<file path="src/rtl/prefix_adder_pkg.sv">
package prefix_adder_pkg;

    localparam int TOPO_DENSE  = 0;
    localparam int TOPO_BROAD  = 1;
    localparam int TOPO_SPARSE = 2;
    localparam int MAX_BITS    = 1024;

    // number of cell levels after the seed level
    function automatic int tree_levels(int topo, int lg);
        return (topo == TOPO_SPARSE) ? (2 * lg - 1) : lg;
    endfunction

    // does node idx hold a combining cell on level lvl
    function automatic bit node_combines(int topo, int lg, int lvl, int idx);
        int d;
        bit hit;
        hit = 1'b0;
        if (lvl >= 1) begin
            case (topo)
                TOPO_DENSE: begin
                    d   = 1 << (lvl - 1);
                    hit = (idx >= d);
                end
                TOPO_BROAD: begin
                    d   = 1 << (lvl - 1);
                    hit = ((idx & d) != 0);
                end
                default: begin
                    if (lvl <= lg) begin
                        d   = 1 << lvl;
                        hit = ((idx & (d - 1)) == (d - 1));
                    end else begin
                        d   = 1 << (2 * lg - lvl);
                        hit = (((idx + 1) & (d - 1)) == (d / 2)) && (idx >= d);
                    end
                end
            endcase
        end
        return hit;
    endfunction

    // lower neighbour feeding the cell at node idx
    function automatic int node_partner(int topo, int lg, int lvl, int idx);
        int d;
        int j;
        j = idx;
        if (node_combines(topo, lg, lvl, idx)) begin
            case (topo)
                TOPO_DENSE: begin
                    d = 1 << (lvl - 1);
                    j = idx - d;
                end
                TOPO_BROAD: begin
                    d = 1 << (lvl - 1);
                    j = (idx & ~(2 * d - 1)) + d - 1;
                end
                default: begin
                    if (lvl <= lg) d = 1 << lvl;
                    else           d = 1 << (2 * lg - lvl);
                    j = idx - d / 2;
                end
            endcase
        end
        return j;
    endfunction

    // lowest bit covered by the group held at node idx after level lvl
    function automatic int span_low(int topo, int n, int lg, int lvl, int idx);
        int lo [MAX_BITS];
        for (int i = 0; i < n; i++) lo[i] = i;
        for (int l = 1; l <= lvl; l++) begin
            for (int i = n - 1; i >= 0; i--) begin
                if (node_combines(topo, lg, l, i))
                    lo[i] = lo[node_partner(topo, lg, l, i)];
            end
        end
        return lo[idx];
    endfunction

endpackage

</file>
<file path="src/rtl/prefix_bit_pg.sv">
module prefix_bit_pg #(
    parameter int N = 32
) (
    input  logic [N-1:0] opnd_a,
    input  logic [N-1:0] opnd_b,
    output logic [N-1:0] g_bit,
    output logic [N-1:0] p_bit
);
    assign g_bit = opnd_a & opnd_b;
    assign p_bit = opnd_a ^ opnd_b;
endmodule

</file>
<file path="src/rtl/prefix_gray_cell.sv">
module prefix_gray_cell (
    input  logic g_hi,
    input  logic p_hi,
    input  logic g_lo,
    output logic g_o
);
    assign g_o = g_hi | (p_hi & g_lo);
endmodule

</file>
<file path="src/rtl/prefix_black_cell.sv">
module prefix_black_cell (
    input  logic g_hi,
    input  logic p_hi,
    input  logic g_lo,
    input  logic p_lo,
    output logic g_o,
    output logic p_o
);
    assign g_o = g_hi | (p_hi & g_lo);
    assign p_o = p_hi & p_lo;
endmodule

</file>
<file path="src/rtl/prefix_tree.sv">
module prefix_tree
    import prefix_adder_pkg::*;
#(
    parameter int N    = 32,
    parameter int TOPO = TOPO_DENSE
) (
    input  logic [N-1:0] g_in,
    input  logic [N-1:1] p_in,
    output logic [N-1:0] g_out
);
    localparam int LG     = $clog2(N);
    localparam int LEVELS = tree_levels(TOPO, LG);

    for (genvar l = 0; l <= LEVELS; l++) begin : lv
        for (genvar i = 0; i < N; i++) begin : nd
            localparam int LO_HERE = span_low(TOPO, N, LG, l, i);
            localparam bit COMB    = node_combines(TOPO, LG, l, i);
            localparam int J       = node_partner(TOPO, LG, l, i);

            logic g;

            // propagate exists only while the group stops short of the carry-in
            if (LO_HERE != 0) begin : hp
                logic p;
                if (l == 0) begin : seed_p
                    assign p = p_in[i];
                end else if (COMB) begin : blk
                    prefix_black_cell u_cell (
                        .g_hi (lv[l-1].nd[i].g),
                        .p_hi (lv[l-1].nd[i].hp.p),
                        .g_lo (lv[l-1].nd[J].g),
                        .p_lo (lv[l-1].nd[J].hp.p),
                        .g_o  (g),
                        .p_o  (p)
                    );
                end else begin : pass_p
                    assign p = lv[l-1].nd[i].hp.p;
                end
            end

            if (l == 0) begin : seed_g
                assign g = g_in[i];
            end else if (COMB && (LO_HERE == 0)) begin : gry
                prefix_gray_cell u_cell (
                    .g_hi (lv[l-1].nd[i].g),
                    .p_hi (lv[l-1].nd[i].hp.p),
                    .g_lo (lv[l-1].nd[J].g),
                    .g_o  (g)
                );
            end else if (!COMB) begin : pass_g
                assign g = lv[l-1].nd[i].g;
            end
        end
    end

    for (genvar i = 0; i < N; i++) begin : outp
        assign g_out[i] = lv[LEVELS].nd[i].g;
    end
endmodule

</file>
<file path="src/rtl/prefix_sum_xor.sv">
module prefix_sum_xor #(
    parameter int N = 32
) (
    input  logic [N-1:0] p_bit,
    input  logic [N-2:0] g_pre,
    input  logic         carry_in,
    output logic [N-1:0] sum_o
);
    assign sum_o = p_bit ^ {g_pre, carry_in};
endmodule

</file>
<file path="src/rtl/prefix_adder.sv">
module prefix_adder
    import prefix_adder_pkg::*;
#(
    parameter int N    = 32,
    parameter int TOPO = TOPO_DENSE
) (
    input  logic [N-1:0] opnd_a,
    input  logic [N-1:0] opnd_b,
    input  logic         carry_in,
    output logic [N-1:0] sum_o,
    output logic         carry_out
);
    if ((N < 4) || (N > MAX_BITS) || ((N & (N - 1)) != 0)) begin : bad_width
        $error("prefix_adder: N must be a power of two from 4 up");
    end
    if ((TOPO < TOPO_DENSE) || (TOPO > TOPO_SPARSE)) begin : bad_topo
        $error("prefix_adder: unknown tree shape code");
    end

    logic [N-1:0] g_bit;
    logic [N-1:0] p_bit;
    logic         g_bit0_ci;
    logic [N-1:0] g_pre;

    prefix_bit_pg #(.N(N)) u_pg (
        .opnd_a (opnd_a),
        .opnd_b (opnd_b),
        .g_bit  (g_bit),
        .p_bit  (p_bit)
    );

    // carry-in is the generate of bit -1; fold it into bit 0
    prefix_gray_cell u_cin (
        .g_hi (g_bit[0]),
        .p_hi (p_bit[0]),
        .g_lo (carry_in),
        .g_o  (g_bit0_ci)
    );

    prefix_tree #(.N(N), .TOPO(TOPO)) u_tree (
        .g_in  ({g_bit[N-1:1], g_bit0_ci}),
        .p_in  (p_bit[N-1:1]),
        .g_out (g_pre)
    );

    prefix_sum_xor #(.N(N)) u_sum (
        .p_bit    (p_bit),
        .g_pre    (g_pre[N-2:0]),
        .carry_in (carry_in),
        .sum_o    (sum_o)
    );

    assign carry_out = g_pre[N-1];
endmodule

</file>
<file path="config.mk">
export PLATFORM = sky130hd
export DESIGN_NAME = prefix_adder
export DESIGN_NICKNAME = d
export VERILOG_FILES = /design/src/rtl/prefix_adder_pkg.sv /design/src/rtl/prefix_bit_pg.sv /design/src/rtl/prefix_gray_cell.sv /design/src/rtl/prefix_black_cell.sv /design/src/rtl/prefix_tree.sv /design/src/rtl/prefix_sum_xor.sv /design/src/rtl/prefix_adder.sv
export SDC_FILE = /design/constraint.sdc
export NUM_CORES = 1
export LEC_CHECK = 0
export BUFFER_PORTS_ARGS = -buffer_cell sky130_fd_sc_hd__buf_2
export CAP_MARGIN = 10
export CORE_MARGIN = 3
export CORE_UTILIZATION = 40
export DETAILED_ROUTE_END_ITERATION = 8
export GPL_ROUTABILITY_DRIVEN = 0
export PLACE_DENSITY = 0.85
export SLEW_MARGIN = 20
export SYNTH_ARGS = -nofsm -noshare
export SYNTH_HDL_FRONTEND = slang
export SYNTH_SLANG_ARGS = --single-unit
export TNS_END_PERCENT = 10
</file>
<file path="constraint.sdc">
create_clock -name vclk -period 3.3
set_clock_uncertainty 0.2 [all_clocks]
set_input_delay 0.33 -clock vclk [all_inputs]
set_output_delay 0.33 -clock vclk [all_outputs]
set_load 0.05 [all_outputs]
</file>
After elaboration in Yosys (flattened, before gate mapping). Index checks and enable logic that the tools add are counted.

Bitwise operators: 361.

Operators by type and width (count): bitwise AND 1 bit (228); OR 1 bit (130); bitwise XOR 32 bit (2); bitwise AND 32 bit (1).

Bits in registers: 0. Bits of input ports: 65. Logic and storage cells: 361.

Logic depth before layout (Yosys ltp).
Depth in word-level cells: 13. Gate-level depth with buffers: 9. Gate-level depth less buffers: 9.

Hierarchy. A second synthesis with hierarchy kept.

Cells, all modules: 324. Area total of the unflattened synthesis: 2632.5 sq um.

By module, submodules not included: prefix_black_cell (times used 98, cells each 2, area each 15.0 sq um); prefix_bit_pg (times used 1, cells each 32, area each 400.4 sq um); prefix_sum_xor (times used 1, cells each 32, area each 280.3 sq um); prefix_gray_cell (times used 32, cells each 1, area each 7.5 sq um); prefix_tree (times used 1, cells each 32, area each 240.2 sq um).

Worst setup path before layout. OpenSTA, ideal clock, no wires.

Path type: in2out. From: input opnd_a[0]. To: output sum_o[15]. Data arrival time: 2.957 ns. Required time: 2.770 ns. Setup slack: -0.187 ns. Stages: 7. Cell sequence: fa_1 > a21o_1 > a31oi_1 > o21ai_0 > a21oi_1 > o21ai_0 > a311oi_1.

Longest elaborated chain between the ends: 10. Elaborated cells on any way between the ends: 11. Classes of those cells: bitwise (11).

RTL lines: start: declaration (RTL line prefix_adder.sv:7) `input logic [N-1:0] opnd_a,`; bitwise XOR 32 bit (RTL line prefix_bit_pg.sv:10) `assign p_bit = opnd_a ^ opnd_b;`; bitwise AND 1 bit (RTL line prefix_gray_cell.sv:7) `assign g_o = g_hi | (p_hi & g_lo);`; OR 1 bit (*) (RTL line prefix_gray_cell.sv:7); bitwise AND 1 bit (*) (RTL line prefix_gray_cell.sv:7); OR 1 bit (*) (RTL line prefix_gray_cell.sv:7); bitwise AND 1 bit (*) (RTL line prefix_gray_cell.sv:7); OR 1 bit (*) (RTL line prefix_gray_cell.sv:7); bitwise AND 1 bit (*) (RTL line prefix_gray_cell.sv:7); OR 1 bit (*) (RTL line prefix_gray_cell.sv:7); bitwise XOR 32 bit (*) (RTL line prefix_sum_xor.sv:9) `assign sum_o = p_bit ^ {g_pre, carry_in};`; end: declaration (RTL line prefix_adder.sv:10) `output logic [N-1:0] sum_o,`.

Every way passes the cells marked *; elsewhere a longest branch is shown, timed or not.

Final worst setup path.
From: input opnd_a[0]. To: output sum_o[26].

The elaborated chain is that of the path after synthesis.

==> impl_metrics.toml <==
[logic_synthesis]
synth_top_family_by_area = "compound AO/OA/AOI/OAI gates"
yosys.area_share.simple_pct = 20.3
synth-compound-area-share_pct = 39.0
synth_top_area_share_pct = 22.6
yosysSeqAreaShare_pct = 0
synth-xor-area-share_pct = 12.8
synth_area_leader_cell = "ha_1"
synthMuxAreaShare_pct = 0.584
yosysUniqueCellTypes = 52
synthAdderAreaFrac_pct = 25.0
synth_warnings = 0
syn_nets = 334
synth.area.top_cells = "ha_1 23%, a21oi_1 10%, xnor2_1 8.2%"
synthCells = 236
syn_area_um2 = 1710
syn_avg_cell_area_um2 = 7.26

[drt]
ant_nets = 0
drt_iter0_drc = 67
drc = 0
first_pass_iters = 4
vias = 2212
wl_um = 5150
wl_per_cell_um = 13.1
drt-vias-per-instance = 5.63

[clocking]
holdBufCountCts = 0
cts_setup_buffers = 0

[sta]
final_max_slew_viol_count = 0
hold_viol_final = 0
setup_viol = 0
fin_crit_ns = 3.23
slew_headroom_pct = 72.6
worst-slew-pin-transition_ns = 0.406
holdWs_ns = 0.969
fin_tns_setup_ns = 0
period_share_pct = 97.8
fmax_mhz = 310
rsz0062_at_grt = "yes"

[setup_path]
critPathRequiredTime_ns = 2.77
cp_num_buf_inv = 2
cp_max_fo = 5
end_kind = "output pin"
slowest_delay_ns = 0.39
crit_path_cell_trace = "buf_6, fa_2, fa_2, a211oi_2, o21ai_2, o211ai_1, and3_4, o21ai_4, o21ai_0, xnor2_1, buf_4"
crit_family = "compound AO/OA/AOI/OAI gates"
arrival_ns = 2.70
cp-start-kind = "input pin"
cp_slowest_cell = "fa_2"
critPathKind = "in2out"
cp_common_cell = "fa_2"

[placement]
io_buffers = 98
post-dp-hpwl_um = 4340

[floorplanning]
fp-row-count = 23
design.core.area_um2 = 4060
io_pins = 98
die_w_um = 71.5
start_util_pct = 42.2
die_h_um = 71.5
dieArea_um2 = 5110

[global_routing]
grt_pass1_wl_um = 8270
grt_util_all_layers_pct = 18.5
globalRouteOverflowTotal = 0
grt_antenna_before_repair = 0
grt_pass1_vias = 2048
grt_max_degree = 11

[power]
power_mw = 0.861
p_sw_share_pct = 67.7
leakage_nw = 1.23
switchingPower_mw = 0.582
power.density_nw_per_um2 = 357
ir_drop_uv = 246
clockPowerShare_pct = 0
p_int_mw = 0.278
power_frac_comb_pct = 100.0
seq_power_share_pct = 0

[run]
max_cap_violations = 0

[min_path]
min_path_type = "in2out"

[cells_and_area]
most-common-layout-cells = "87 x buf_2, 35 x a21oi_1, 31 x ha_1, 19 x nand2_1, 19 x buf_4"
register_area_um2 = 0
diodes = 0
nClkBuffers = 0
layout.cells.most_common = "buf_2"
nFlopsAndLatches = 0
area_delta_synth_final_pct = 40.5
fillCellCount = 376
drive_gt1_share_pct = 37.9
num-nets-final = 443

[status]
status = "completed"
## cell type report
type               instances  area [µm²]  area share [%]
multi-input cells        226        1710            70.9
repair buffers           110         612            25.4
well taps                 50        62.6            2.60
inverters                  7        26.3            1.09
## cell usage after synthesis (all sizes together), types with 2 or more instances
cell type  count
ha            31
a21o          15
nor3           7
inv            7
o211ai         4
a31oi          6
buf            3
nor2          11
nand4          3
nand2b         4
o21a           2
xnor2         16
nand3          6
nand2         20
fa             2
nor2b          2
or3            3
and2           4
a311oi         2
o21ai         20
xor2           9
and3           4
a21oi         37
## repair_timing
item | CTS | global route
cloned | 0 | 0
setup endpoints to repair | 9 | 13
hold endpoints to repair | 0 | 0
pin swaps | 6 | 4
resized for setup | 8 | 16
## worst paths after layout
check	slack (ns)	from	cells past startpoint	to
min	0.97	opnd_a[0]	3	sum_o[0]
max	0.07	opnd_a[0]	11	sum_o[26]
## tightest hold or removal path, cell delays in order
cell,delay (ns)
buf_6,0.07
fa_2,0.18
buf_2,0.25
## routing by layer
| layer | wire length (µm) | vias up | part of all wire [%] | track usage, % |
|---|---|---|---|---|
| li1 | - | 1125 | - | - |
| met1 | 2100 | 1003 | 41 | 22.2 |
| met2 | 2690 | 78 | 52 | 36.5 |
| met3 | 295 | 6 | 5.7 | 0.842 |
| met4 | 58 | 0 | 1.1 | 2.30 |
| met5 | 0 | - | 0 | 0 |
## logic make-up (layout without fill, tap and decap cells)
family	Yosys count	in the layout
compound gates	99	99
xor+xnor	25	25
fa+ha+maj	33	33
buf+inv	10	117
mux	1	1
simple gates	68	68
## through the flow
stage | cell area [µm²] | utilization [%] | setup WS (ns) | instances
after floorplan | 1720 | - | -0.166 | 236
after global placement | 2350 | 57.9 | -0.0974 | 393
after detailed placement | 2350 | 57.9 | -0.195 | 393
after CTS | 2370 | 58.5 | 0.0271 | 393
after global routing | 2410 | 59.4 | -0.0712 | 393
final | 2410 | 59.4 | 0.0715 | 393
## power by group through the flow
stage          Sequential [mW]  Combinational [mW]  Clock, mW
2_1_floorplan                0               0.631          0
4_1_cts                      0               0.843          0
5_1_grt                      0               0.917          0
6_report                     0               0.861          0
3_5_place_dp                 0               0.829          0
3_3_place_gp                 0               0.817          0
Power figures use the tool's default switching activity.
